<file path="src/rtl/panel_pkg.sv">
package panel_pkg;

    localparam int BYTE_W = 8;

    typedef enum logic [1:0] {
        MC_KEEP  = 2'b00,
        MC_STEP  = 2'b01,
        MC_FIXED = 2'b10,
        MC_FLIP  = 2'b11
    } mode_cmd_e;

    typedef struct packed {
        logic sel;
        logic cmd;
        logic wr;
        logic rd;
        logic stat;
    } strobe_t;

    localparam logic [BYTE_W-1:0] STATUS_BYTE = 8'h80;

    // mode after a command; 1 = stepping
    function automatic logic mode_after(input logic cur, input mode_cmd_e code);
        logic nxt;
        case (code)
            MC_STEP:  nxt = 1'b1;
            MC_FIXED: nxt = 1'b0;
            MC_FLIP:  nxt = ~cur;
            default:  nxt = cur;
        endcase
        return nxt;
    endfunction

endpackage

</file>
<file path="src/rtl/panel_mode_ctl.sv">
module panel_mode_ctl
    import panel_pkg::*;
#(
    parameter int DATA_W = BYTE_W
) (
    input  logic              clk,
    input  logic              rst,
    input  logic              cmd_stb,
    input  logic [DATA_W-1:0] cmd_byte,
    output logic              step_mode
);
    localparam int CODE_LSB = DATA_W - 2;

    mode_cmd_e code;
    assign code = mode_cmd_e'(cmd_byte[DATA_W-1:CODE_LSB]);

    always_ff @(posedge clk) begin
        if (rst) begin
            step_mode <= 1'b0;
        end else if (cmd_stb) begin
            step_mode <= mode_after(step_mode, code);
        end
    end
endmodule

</file>
<file path="src/rtl/panel_disp_reg.sv">
module panel_disp_reg
    import panel_pkg::*;
#(
    parameter int DATA_W     = BYTE_W,
    parameter int DISP_BYTES = 4,
    localparam int PTR_W     = (DISP_BYTES > 1) ? $clog2(DISP_BYTES) : 1,
    localparam int DISP_W    = DATA_W * DISP_BYTES
) (
    input  logic              clk,
    input  logic              rst,
    input  logic              sel_stb,
    input  logic              wr_stb,
    input  logic              step_mode,
    input  logic [DATA_W-1:0] wr_byte,
    output logic [PTR_W-1:0]  wr_ptr,
    output logic [DISP_W-1:0] disp
);
    localparam logic [PTR_W-1:0] LAST_PTR = PTR_W'(DISP_BYTES - 1);

    logic [PTR_W-1:0] ptr_next;
    assign ptr_next = (wr_ptr == LAST_PTR) ? '0 : wr_ptr + PTR_W'(1);

    always_ff @(posedge clk) begin
        if (rst || sel_stb) begin
            wr_ptr <= '0;
        end else if (wr_stb && step_mode) begin
            wr_ptr <= ptr_next;
        end
    end

    for (genvar b = 0; b < DISP_BYTES; b++) begin : g_lane
        logic lane_we;
        assign lane_we = wr_stb && (wr_ptr == PTR_W'(b));
        always_ff @(posedge clk) begin
            if (rst) begin
                disp[b*DATA_W +: DATA_W] <= '0;
            end else if (lane_we) begin
                disp[b*DATA_W +: DATA_W] <= wr_byte;
            end
        end
    end
endmodule

</file>
<file path="src/rtl/panel_sw_read.sv">
module panel_sw_read
    import panel_pkg::*;
#(
    parameter int DATA_W   = BYTE_W,
    parameter int SW_BYTES = 2,
    localparam int SPTR_W  = (SW_BYTES > 1) ? $clog2(SW_BYTES) : 1,
    localparam int SW_W    = DATA_W * SW_BYTES
) (
    input  logic              clk,
    input  logic              rst,
    input  logic              sel_stb,
    input  logic              rd_stb,
    input  logic              stat_stb,
    input  logic [SW_W-1:0]   switches,
    output logic [SPTR_W-1:0] rd_ptr,
    output logic [DATA_W-1:0] rdata
);
    localparam logic [SPTR_W-1:0] LAST_SPTR = SPTR_W'(SW_BYTES - 1);

    logic [DATA_W-1:0] sw_lane [SW_BYTES];

    for (genvar b = 0; b < SW_BYTES; b++) begin : g_sw
        assign sw_lane[b] = switches[b*DATA_W +: DATA_W];
    end

    always_ff @(posedge clk) begin
        if (rst || sel_stb) begin
            rd_ptr <= '0;
        end else if (rd_stb) begin
            rd_ptr <= (rd_ptr == LAST_SPTR) ? '0 : rd_ptr + SPTR_W'(1);
        end
    end

    always_comb begin
        if (rd_stb) begin
            rdata = sw_lane[rd_ptr];
        end else if (stat_stb) begin
            rdata = STATUS_BYTE;
        end else begin
            rdata = '0;
        end
    end
endmodule

</file>
<file path="src/rtl/panel_io_dev.sv">
module panel_io_dev
    import panel_pkg::*;
#(
    parameter int DATA_W     = BYTE_W,
    parameter int DISP_BYTES = 4,
    parameter int SW_BYTES   = 2,
    localparam int PTR_W     = (DISP_BYTES > 1) ? $clog2(DISP_BYTES) : 1,
    localparam int SPTR_W    = (SW_BYTES > 1) ? $clog2(SW_BYTES) : 1
) (
    input  logic                         clk,
    input  logic                         rst,
    input  logic                         sel_stb,
    input  logic                         cmd_stb,
    input  logic                         wr_stb,
    input  logic                         rd_stb,
    input  logic                         stat_stb,
    input  logic [DATA_W-1:0]            bus_wdata,
    input  logic [DATA_W*SW_BYTES-1:0]   switch_in,
    output logic [DATA_W-1:0]            bus_rdata,
    output logic [DATA_W*DISP_BYTES-1:0] disp_out
);
    strobe_t           stb;
    logic              step_mode;
    logic [PTR_W-1:0]  wr_ptr;
    logic [SPTR_W-1:0] rd_ptr;

    assign stb = '{sel: sel_stb, cmd: cmd_stb, wr: wr_stb, rd: rd_stb, stat: stat_stb};

    panel_mode_ctl #(.DATA_W(DATA_W)) u_mode (
        .clk       (clk),
        .rst       (rst),
        .cmd_stb   (stb.cmd),
        .cmd_byte  (bus_wdata),
        .step_mode (step_mode)
    );

    panel_disp_reg #(.DATA_W(DATA_W), .DISP_BYTES(DISP_BYTES)) u_disp (
        .clk       (clk),
        .rst       (rst),
        .sel_stb   (stb.sel),
        .wr_stb    (stb.wr),
        .step_mode (step_mode),
        .wr_byte   (bus_wdata),
        .wr_ptr    (wr_ptr),
        .disp      (disp_out)
    );

    panel_sw_read #(.DATA_W(DATA_W), .SW_BYTES(SW_BYTES)) u_sw (
        .clk      (clk),
        .rst      (rst),
        .sel_stb  (stb.sel),
        .rd_stb   (stb.rd),
        .stat_stb (stb.stat),
        .switches (switch_in),
        .rd_ptr   (rd_ptr),
        .rdata    (bus_rdata)
    );
endmodule

</file>
<file path="config.mk">
export PLATFORM = sky130hd
export DESIGN_NAME = panel_io_dev
export DESIGN_NICKNAME = d
export VERILOG_FILES = /design/src/rtl/panel_pkg.sv /design/src/rtl/panel_mode_ctl.sv /design/src/rtl/panel_disp_reg.sv /design/src/rtl/panel_sw_read.sv /design/src/rtl/panel_io_dev.sv
export SDC_FILE = /design/constraint.sdc
export NUM_CORES = 1
export LEC_CHECK = 0
export ABC_AREA = 1
export CORE_ASPECT_RATIO = 0.5
export CORE_MARGIN = 1.5
export CORE_UTILIZATION = 35
export DETAILED_ROUTE_END_ITERATION = 10
export GPL_TIMING_DRIVEN = 1
export PLACE_DENSITY = 0.69
export SYNTH_ARGS = -nofsm -noshare
export SYNTH_HDL_FRONTEND = slang
export SYNTH_SLANG_ARGS = --single-unit
</file>
<file path="constraint.sdc">
create_clock -name clk -period 1.32 [get_ports clk]
set_input_delay 0.198 -clock clk [delete_from_list [all_inputs] [get_ports clk]]
set_output_delay 0.198 -clock clk [all_outputs]
set_load 0.02 [all_outputs]
</file>
* Yosys cells after proc, flatten, opt, wreduce, memory -nomap -nowiden
Cells that the tools add are included.
** Word-level totals
- Bits in registers :: 36
- Latch bits :: 0
- Memory bits (writable) :: 0
- ROM bits :: 0
- Output and inout bits :: 40
- Logic and storage cells :: 35
- Memories kept :: 0
** Cells by class
- $add $sub $neg :: 2
- Multiply operators :: 0
- Divide/modulo/power cells :: 0
- Order comparisons :: 1
- Equality and inequality tests :: 6
- Shift-type cells :: 0
- Multiplexer cells :: 8
- Bitwise gates (word level) :: 2
- Reduce and logical (&&, ||, !) cells :: 9
** Operators with widths (count)
- $mux W8 :: 5
- $eq A2 B2 Y1 const B :: 4
- $logic_and A1 B1 Y1 :: 5
- $eq A2 B1 Y1 const B :: 2
- $pmux W1 S3 :: 1
- $reduce_bool A3 Y1 :: 1
- $add A2 B1 Y2 const B :: 1
- $ge A2 B2 Y1 const B :: 1
- $logic_not A2 Y1 :: 1
- $mux W2 :: 1
- $not A1 Y2 :: 1
- $reduce_and A2 Y1 :: 1
- $add A1 B1 Y1 const B :: 1
- $logic_or A1 B1 Y1 :: 1
- $mux W1 :: 1
- $not A1 Y1 :: 1

* Depth between registers and ports, before layout
Gate-level depths: netlist (run 1).
- Depth in word-level cells :: 5
- Gate-level depth with buffers :: 7
- Mapped depth without buffers :: 6

* Hierarchy
From an unflattened synthesis (run 1), not the netlist that was laid out.
** Second synthesis, totals
- Cells, all modules :: 268
- Area, all modules :: 1729.2 um2
** By module, submodules not included
- panel_disp_reg :: times used 1, cells each 224, area an instance 1453.9 um2
- panel_sw_read :: times used 1, cells each 38, area an instance 234.0 um2
- panel_mode_ctl :: times used 1, cells each 6, area an instance 41.3 um2

* Least setup slack after synthesis (run 1)
OpenSTA, ideal clock, no wires.
- Kind :: register to register
- Start point :: register u_disp.wr_ptr[0]
- End point :: register u_disp.disp[21]
- Arrival time :: 1.054 ns
- Data required time :: 1.207 ns
- Path slack :: 0.153 ns
- Stages on the path, launching flop included :: 8
- Buffers on the path :: 1
- Period minus slack after synthesis :: 1.167 ns
- Path through :: dfxtp_1 > inv_1 > ha_1 > nand2_1 > buf_4 > nand2_1 > nand2_1 > nor2_1
** On the way
- Cells in the longest elaborated chain, start to end :: 2
** RTL lines
- from (decl) :: line panel_disp_reg.sv:15 : output logic [PTR_W-1:0] wr_ptr,
- from (signal assigned) :: line panel_disp_reg.sv:27 : wr_ptr <= ptr_next;
- $eq A2 B2 Y1 :: line panel_disp_reg.sv:33 : assign lane_we = wr_stb && (wr_ptr == PTR_W'(b));
- $logic_and A1 B1 Y1 :: line panel_disp_reg.sv:33
- to (signal, indexed assignment) :: line panel_disp_reg.sv:38 : disp[b*DATA_W +: DATA_W] <= wr_byte;
- to (decl) :: line panel_disp_reg.sv:16 : output logic [DISP_W-1:0] disp
No other way between the ends.
A chain may end at the register's enable or synchronous reset.

* Final worst setup path (run 1)
- Start point :: register u_sw.rd_ptr
- End point :: output port bus_rdata[2]
** On the way
- Cells in the longest elaborated chain, start to end :: 5
** RTL lines
- from (decl) :: line panel_sw_read.sv:15 : output logic [SPTR_W-1:0] rd_ptr,
- from (signal assigned) :: line panel_sw_read.sv:30 : rd_ptr <= (rd_ptr == LAST_SPTR) ? '0 : rd_ptr + SPTR_W'(1);
- $not A1 Y2 (implied by the code) :: line panel_sw_read.sv:36 : rdata = sw_lane[rd_ptr];
- $mux W8 (implied by the code) (3 in series) :: line panel_sw_read.sv:36
- $mux W8 :: line panel_sw_read.sv:35 : if (rd_stb) begin
- to (decl) :: line panel_io_dev.sv:19 : output logic [DATA_W-1:0] bus_rdata,
No other way between the ends. The select of a mux whose other input is x is not followed.

==> results.json, run 1 <==
{
  "async_flop_share": 0,
  "drt_wl_total_um": 4130,
  "fillerInstances": 471,
  "yosysWarnings": 0,
  "yosysMostFrequentCell": "nor2_1",
  "regArea_um2": 724,
  "hold_path_class": "register to register",
  "syn_area_um2": 1650,
  "path_delay_family": "flip-flops",
  "rsz0062_at_grt": "yes",
  "drv_slew": 0,
  "critical_path_arrival_ns": 1.12,
  "hold_path.startpoint": "u_disp.disp[12]",
  "initial_utilization": 0.370,
  "cp_slowest_cell": "dfxtp_4",
  "synth.area.top_cells": "dfxtp_1 44%, nor2_1 20%, nand2_1 18%",
  "yosysTopAreaCell": "dfxtp_1",
  "p_leak_nw": 1.44,
  "drc": 0,
  "antenna_found_initial": 0,
  "finClkSkew_ns": 0.00399,
  "routed-via-count": 1706,
  "grt_overflow": 0,
  "max_freq_mhz": 757,
  "cts_buffers": 5,
  "hold_viol_final": 0,
  "met3_usage": 0.0376,
  "yosysUniqueCellTypes": 12,
  "dp_hpwl_um": 2940,
  "synth_seq_cells": 36,
  "grt_pass1_wl_um": 6820,
  "die-area_um2": 5160,
  "path_max_fanout": 7,
  "die_h_um": 51.6,
  "insertion_delay_ns": 0.29,
  "routabilityCongestion": 0.752,
  "cts.sinks": 36,
  "cp.required_ns": 1.12,
  "synthCells": 265,
  "final_antenna_net_count": 0,
  "cts_root_buf": "clkbuf_8",
  "core-area_um2": 4470,
  "peakVddDrop_mv": 0.683,
  "fin_crit_ns": 1.32,
  "p_per_area_nw_per_um2": 1020,
  "yosys-top-cells-count": "87 x nor2_1, 80 x nand2_1, 39 x inv_1",
  "grt_pass1_vias": 1543,
  "busiest_layer": "met2",
  "synth_fp_nets": 300,
  "max_slew_margin": 0.784,
  "rows": 17,
  "avgSynthCellArea_um2": 6.23,
  "crit_path_max_incr_delay_ns": 0.38,
  "violations": "setup timing",
  "drt-initial-drc-count": 56,
  "outcome": "finished, violations left",
  "viasPerCell": 4.27,
  "dr.pass1.iters": 4,
  "worst_hold_slack_ns": 0.508,
  "grt_max_degree": 34,
  "timing_worst_setup_path_type": "register to output pin",
  "multi_input_area_um2": 734,
  "drv_cap": 0,
  "num_io_pins": 71,
  "wl_per_cell_um": 10.3,
  "path_clk_slew_ns": 0.07,
  "cts_tree": "done",
  "worst_pin_slew_ns": 0.324,
  "cts_htree_levels": 2,
  "synth_top_flop_cell": "dfxtp_1",
  "fin_nets": 377,
  "cts_setup_buffers": 0,
  "grt_util_met1": 0.191,
  "synth_seq_area_share": 0.436,
  "startpoint_type": "register",
  "die_w_um": 100,
  "r2r-start": "u_disp.wr_ptr[0]",
  "finalCritPeriodShare": 1.00,
  "area_delta_synth_final_pct": 53.2,
  "synth_edf_count": 0,
  "path_buf_inv": 2,
  "clockBufferDepth": 2,
  "startpoint": "u_sw.rd_ptr",
  "worst_setup_path_end_kind": "output pin",
  "cts-hold-fix-buffers": 0,
  "antenna_cells": 0,
  "drive_gt1_frac": 0.0845,
  "grt_use_met2": 0.319,
  "timing.final.ws_setup_ns": -0.00172,
  "port_buffers": 70,
  "grt_use_total": 0.172,
  "utilization": 0.566,
  "crit_chain": "buf_6 > o21ai_2 > nor2_1 > buf_4",
  "finalSetupViolCount": 1,
  "synth_top_area_share": 0.436
}
## worst register-to-register path: stages, from the launching register on
cell and delay, ns:
dfxtp_1 0.38, inv_1 0.09, ha_1 0.19, nand2_1 0.05, buf_4 0.20, nand2_1 0.08, nand2_1 0.06, nor2_1 0.04
## layout by cell type, fill, tap and decap left out, drive strengths merged
| cell type | n |
|---|---|
| nor2 | 87 |
| nand2 | 80 |
| inv | 39 |
| dfxtp | 36 |
| dlygate4sd2 | 33 |
| clkdlybuf4s50 | 29 |
| buf | 17 |
| clkbuf | 7 |
| o21ai | 7 |
| ha | 4 |
| nand3 | 2 |
| a21oi | 1 |
| bufinv | 1 |
## final cells by class
type / count / share of cell area
clock buffers: 7 / 0.0381
well taps: 57 / 0.0282
repair buffers: 79 / 0.286
flip-flops and latches: 36 / 0.286
multi-input cells: 181 / 0.290
inverters: 39 / 0.0589
clock inverters: 1 / 0.0119
## worst paths after layout
path / end / slack (ns) / cells past startpoint
setup / recovery: bus_rdata[2] / -0.002 / 4
hold / removal: u_disp.disp[12] / 0.51 / 4
setup reg to reg: u_disp.disp[5] / 0.13 / 7
hold reg to reg: u_disp.disp[12] / 0.51 / 4
## timing repair
action                                  in CTS  in global routing
endpoints found under the setup margin      40                 13
gates cloned                                 0                  0
resized for setup                           80                  7
pin swaps                                    0                  2
## metal layers
metal | wire length (µm) | vias up | part of all wire
met2 | 2040 | 45 | 0.49
met3 | 192 | 8 | 0.046
met1 | 1830 | 739 | 0.44
li1 | - | 914 | -
met5 | 0 | - | 0
met4 | 73 | 0 | 0.018
## stage by stage
stage	cell area (µm²)	TNS [ns]	cells	power (mW)	setup slack [ns]
after floorplan	1650	0	265	1.33	0.153
after global placement	2450	-3.95	392	1.55	-0.510
after detailed placement	2450	-4.21	392	1.56	-0.553
after CTS	2510	-0.00372	400	2.58	-0.00372
after global routing	2530	-0.340	400	2.67	-0.0650
final	2530	-0.00172	400	2.57	-0.00172
## cell families (layout without fill, tap and decap cells)
kind of cell,count (synthesis),after routing,synth area share
flops,36,36,0.436
simple gates,169,169,0.386
fa+ha+maj,4,4,0.0303
compound gates,8,8,0.0242
buf+inv,48,126,0.123
## flip-flops by register name (all words and copies together), names as in the netlist
register and flops:
u_disp.disp 32, u_disp.wr_ptr 2, u_mode.step_mode 1, u_sw.rd_ptr 1
## report_power, final
group          total [mW]  leakage (nW)  internal [mW]  switching (mW)
logic               0.377          1.08          0.179           0.198
clock network        1.06        0.0645          0.666           0.391
registers            1.13         0.293           1.12          0.0174
No activity file was read; power rests on OpenSTA's default activity.
==> run 2: changes to the inputs <==
--- a/config.mk
+++ b/config.mk
@@ -5,13 +5,13 @@
 export SDC_FILE = /design/constraint.sdc
 export NUM_CORES = 1
 export LEC_CHECK = 0
-export ABC_AREA = 1
+export ABC_AREA = 0
 export CORE_ASPECT_RATIO = 0.5
 export CORE_MARGIN = 1.5
 export CORE_UTILIZATION = 35
 export DETAILED_ROUTE_END_ITERATION = 10
 export GPL_TIMING_DRIVEN = 1
-export PLACE_DENSITY = 0.69
+export PLACE_DENSITY = 0.68
 export SYNTH_ARGS = -nofsm -noshare
 export SYNTH_HDL_FRONTEND = slang
 export SYNTH_SLANG_ARGS = --single-unit
==> run 2 against run 1 <==
Against the previous run:
- the flow still finishes with violations (setup timing)
- die area up 5.4%
- register-to-register slack worse by 0.11 ns
- clock skew up 0.00091 ns
- critical path type unchanged
- largest cell class unchanged
==> results.json, run 2 <==
{
  "outcome": "finished, violations left",
  "violations": "setup timing",
  "critical_path_arrival_ns": 1.18,
  "fin_crit_ns": 1.38,
  "worst_pin_slew_ns": 0.267,
  "timing.final.ws_setup_ns": -0.0583,
  "synth_top_flop_cell": "dfxtp_1",
  "synthSimpleGateAreaFrac": 0.134,
  "synth_seq_area_share": 0.413,
  "max_slew_margin": 0.822,
  "routabilityCongestion": 0.723,
  "die-area_um2": 5440,
  "p_leak_nw": 1.10,
  "async_flop_share": 0,
  "cts_htree_levels": 2,
  "antenna_found_initial": 0,
  "core-area_um2": 4590,
  "drt_wl_total_um": 4350,
  "clockBufferDepth": 2,
  "cts_root_buf": "clkbuf_8",
  "avgSynthCellArea_um2": 9.33,
  "drv_cap": 0,
  "hold_viol_final": 0,
  "dr_wl_met2_um": 2050,
  "path_max_fanout": 3,
  "wl_met1_um": 2050,
  "initial_utilization": 0.380,
  "cts_buffers": 5,
  "antenna_cells": 0,
  "largest_register": "u_disp.disp",
  "insertion_delay_ns": 0.28,
  "synth_edf_count": 0,
  "instances_no_fill": 318,
  "synthCells": 187,
  "rsz0062_at_grt": "yes",
  "dp.cells": 307,
  "yosysMostFrequentCell": "dfxtp_1",
  "synthXorXnorAreaFrac": 0.00502,
  "dr.pass1.iters": 4,
  "final_antenna_net_count": 0,
  "num_io_pins": 71,
  "multi_input_area_um2": 943,
  "wl_per_cell_um": 13.7,
  "top_regs": "u_disp.disp (32), u_disp.wr_ptr (2)",
  "highest_layer": "met4",
  "port_buffers": 70,
  "synth.area.mux_share": 0.0459,
  "pre_cts_slack_ns": -0.536,
  "grt_overflow": 0,
  "routed-via-count": 1551,
  "cts.sinks": 36,
  "synth_fp_nets": 222,
  "syn_area_um2": 1740,
  "worst_setup_path_end_kind": "output pin",
  "rows": 17,
  "p_per_area_nw_per_um2": 894,
  "wl_met3_um": 219,
  "area_delta_synth_final_pct": 48.6,
  "finClkSkew_ns": 0.00490,
  "synth_top_family_by_area": "compound AO/OA/AOI/OAI gates",
  "synth_compound_area_frac": 0.306,
  "synth_top_area_share": 0.413,
  "yosysTopAreaCell": "dfxtp_1",
  "die_w_um": 103,
  "yosysWarnings": 0,
  "max_freq_mhz": 726,
  "synth_seq_cells": 36,
  "viasPerCell": 4.88,
  "timing_worst_setup_path_type": "register to output pin",
  "synth_adder_area_share": 0.0287,
  "dp_hpwl_um": 2930,
  "hold_path_class": "input pin to register",
  "cts_tree": "done",
  "fin_nets": 287,
  "regArea_um2": 724,
  "grt_max_degree": 69,
  "layout_common_cells": "35 x a21oi_1, 35 x dfxtp_1, 34 x a21bo_2",
  "die_h_um": 52.9,
  "drt-initial-drc-count": 43,
  "yosysUniqueCellTypes": 19,
  "fillerInstances": 449,
  "drv_slew": 0,
  "path_clk_slew_ns": 0.07,
  "finalSetupViolCount": 8,
  "largest_reg_flops": 32,
  "utilization": 0.564,
  "cp.required_ns": 1.12,
  "yosys-top-cells-count": "36 x dfxtp_1, 35 x a21oi_1, 34 x a21bo_2",
  "finalCritPeriodShare": 1.04,
  "grt_pass1_vias": 1421,
  "peakVddDrop_mv": 0.473,
  "cts-hold-fix-buffers": 0,
  "grt_pass1_wl_um": 6790,
  "synth.area.top_cells": "dfxtp_1 41%, a21bo_2 20%, a21oi_1 10%",
  "grt_use_total": 0.167,
  "drive_gt1_frac": 0.258,
  "drc": 0,
  "startpoint_type": "register"
}
[run 2: changes by cell type in the layout (fill, tap and decap cells not counted), moves of 31 or more]
cell     change
a21bo_2     +34
a21oi_1     +34
inv_1       -36
nor2_1      -85
nand3_1     +31
nand2_1     -80
[run 2: repair_timing]
item                                    4_1_cts  5_1_grt
cloned                                        0        0
endpoints found under the setup margin       64       13
gates resized for setup                      76        4
setup buffers                                 3        1
hold endpoints to repair                      0        0
[run 2: stage by stage]
step | hold WS, ns | total power [mW] | setup TNS [ns] | cell area, µm²
2_1_floorplan | 0.313 | 1.31 | 0 | 1740
3_3_place_gp | 0.522 | 1.50 | -3.80 | 2470
3_5_place_dp | 0.532 | 1.50 | -4.54 | 2470
4_1_cts | 0.436 | 2.32 | -0.384 | 2550
5_1_grt | 0.445 | 2.41 | -1.24 | 2590
6_report | 0.436 | 2.32 | -0.364 | 2590
[run 2: worst max-delay path, stage by stage (launching register included)]
cell     delay, ns
dfxtp_4       0.38
buf_12        0.11
mux2i_1       0.16
a21oi_1       0.08
buf_4         0.17
[run 2: power breakdown]
group	total (mW)	internal (mW)	switching (mW)
clock	0.844	0.465	0.380
sequential	1.12	1.11	0.0141
combinational	0.352	0.182	0.170
total	2.32	1.75	0.564
[run 2: cells by family after synthesis]
group / count (synthesis)
compound gates: 71
xor+xnor: 1
fa+ha+maj: 4
buf+inv: 23
flops: 36
mux: 8
simple gates: 44
[run 2: layer usage]
| metal | vias to the layer above | global-route usage |
|---|---|---|
| li1 | 787 | - |
| met1 | 721 | 0.216 |
| met2 | 39 | 0.275 |
| met3 | 4 | 0.0528 |
| met4 | 0 | 0.0405 |
| met5 | - | 0 |
[run 2: path summary, 6_finish.rpt]
| path | from | slack [ns] | cells after the start | endpoint |
|---|---|---|---|---|
| max | u_sw.rd_ptr | -0.06 | 4 | bus_rdata[7] |
| min | wr_stb | 0.44 | 4 | u_disp.disp[5] |
| max reg2reg | u_disp.wr_ptr[0] | 0.02 | 4 | u_disp.disp[21] |
| min reg2reg | u_mode.step_mode | 0.56 | 2 | u_disp.wr_ptr[1] |
[run 2: cell type report]
class,instances,area share
inverters,2,0.00290
repair buffers,79,0.284
multi-input cells,128,0.364
clock buffers,7,0.0372
well taps,66,0.0319
flip-flops and latches,36,0.280
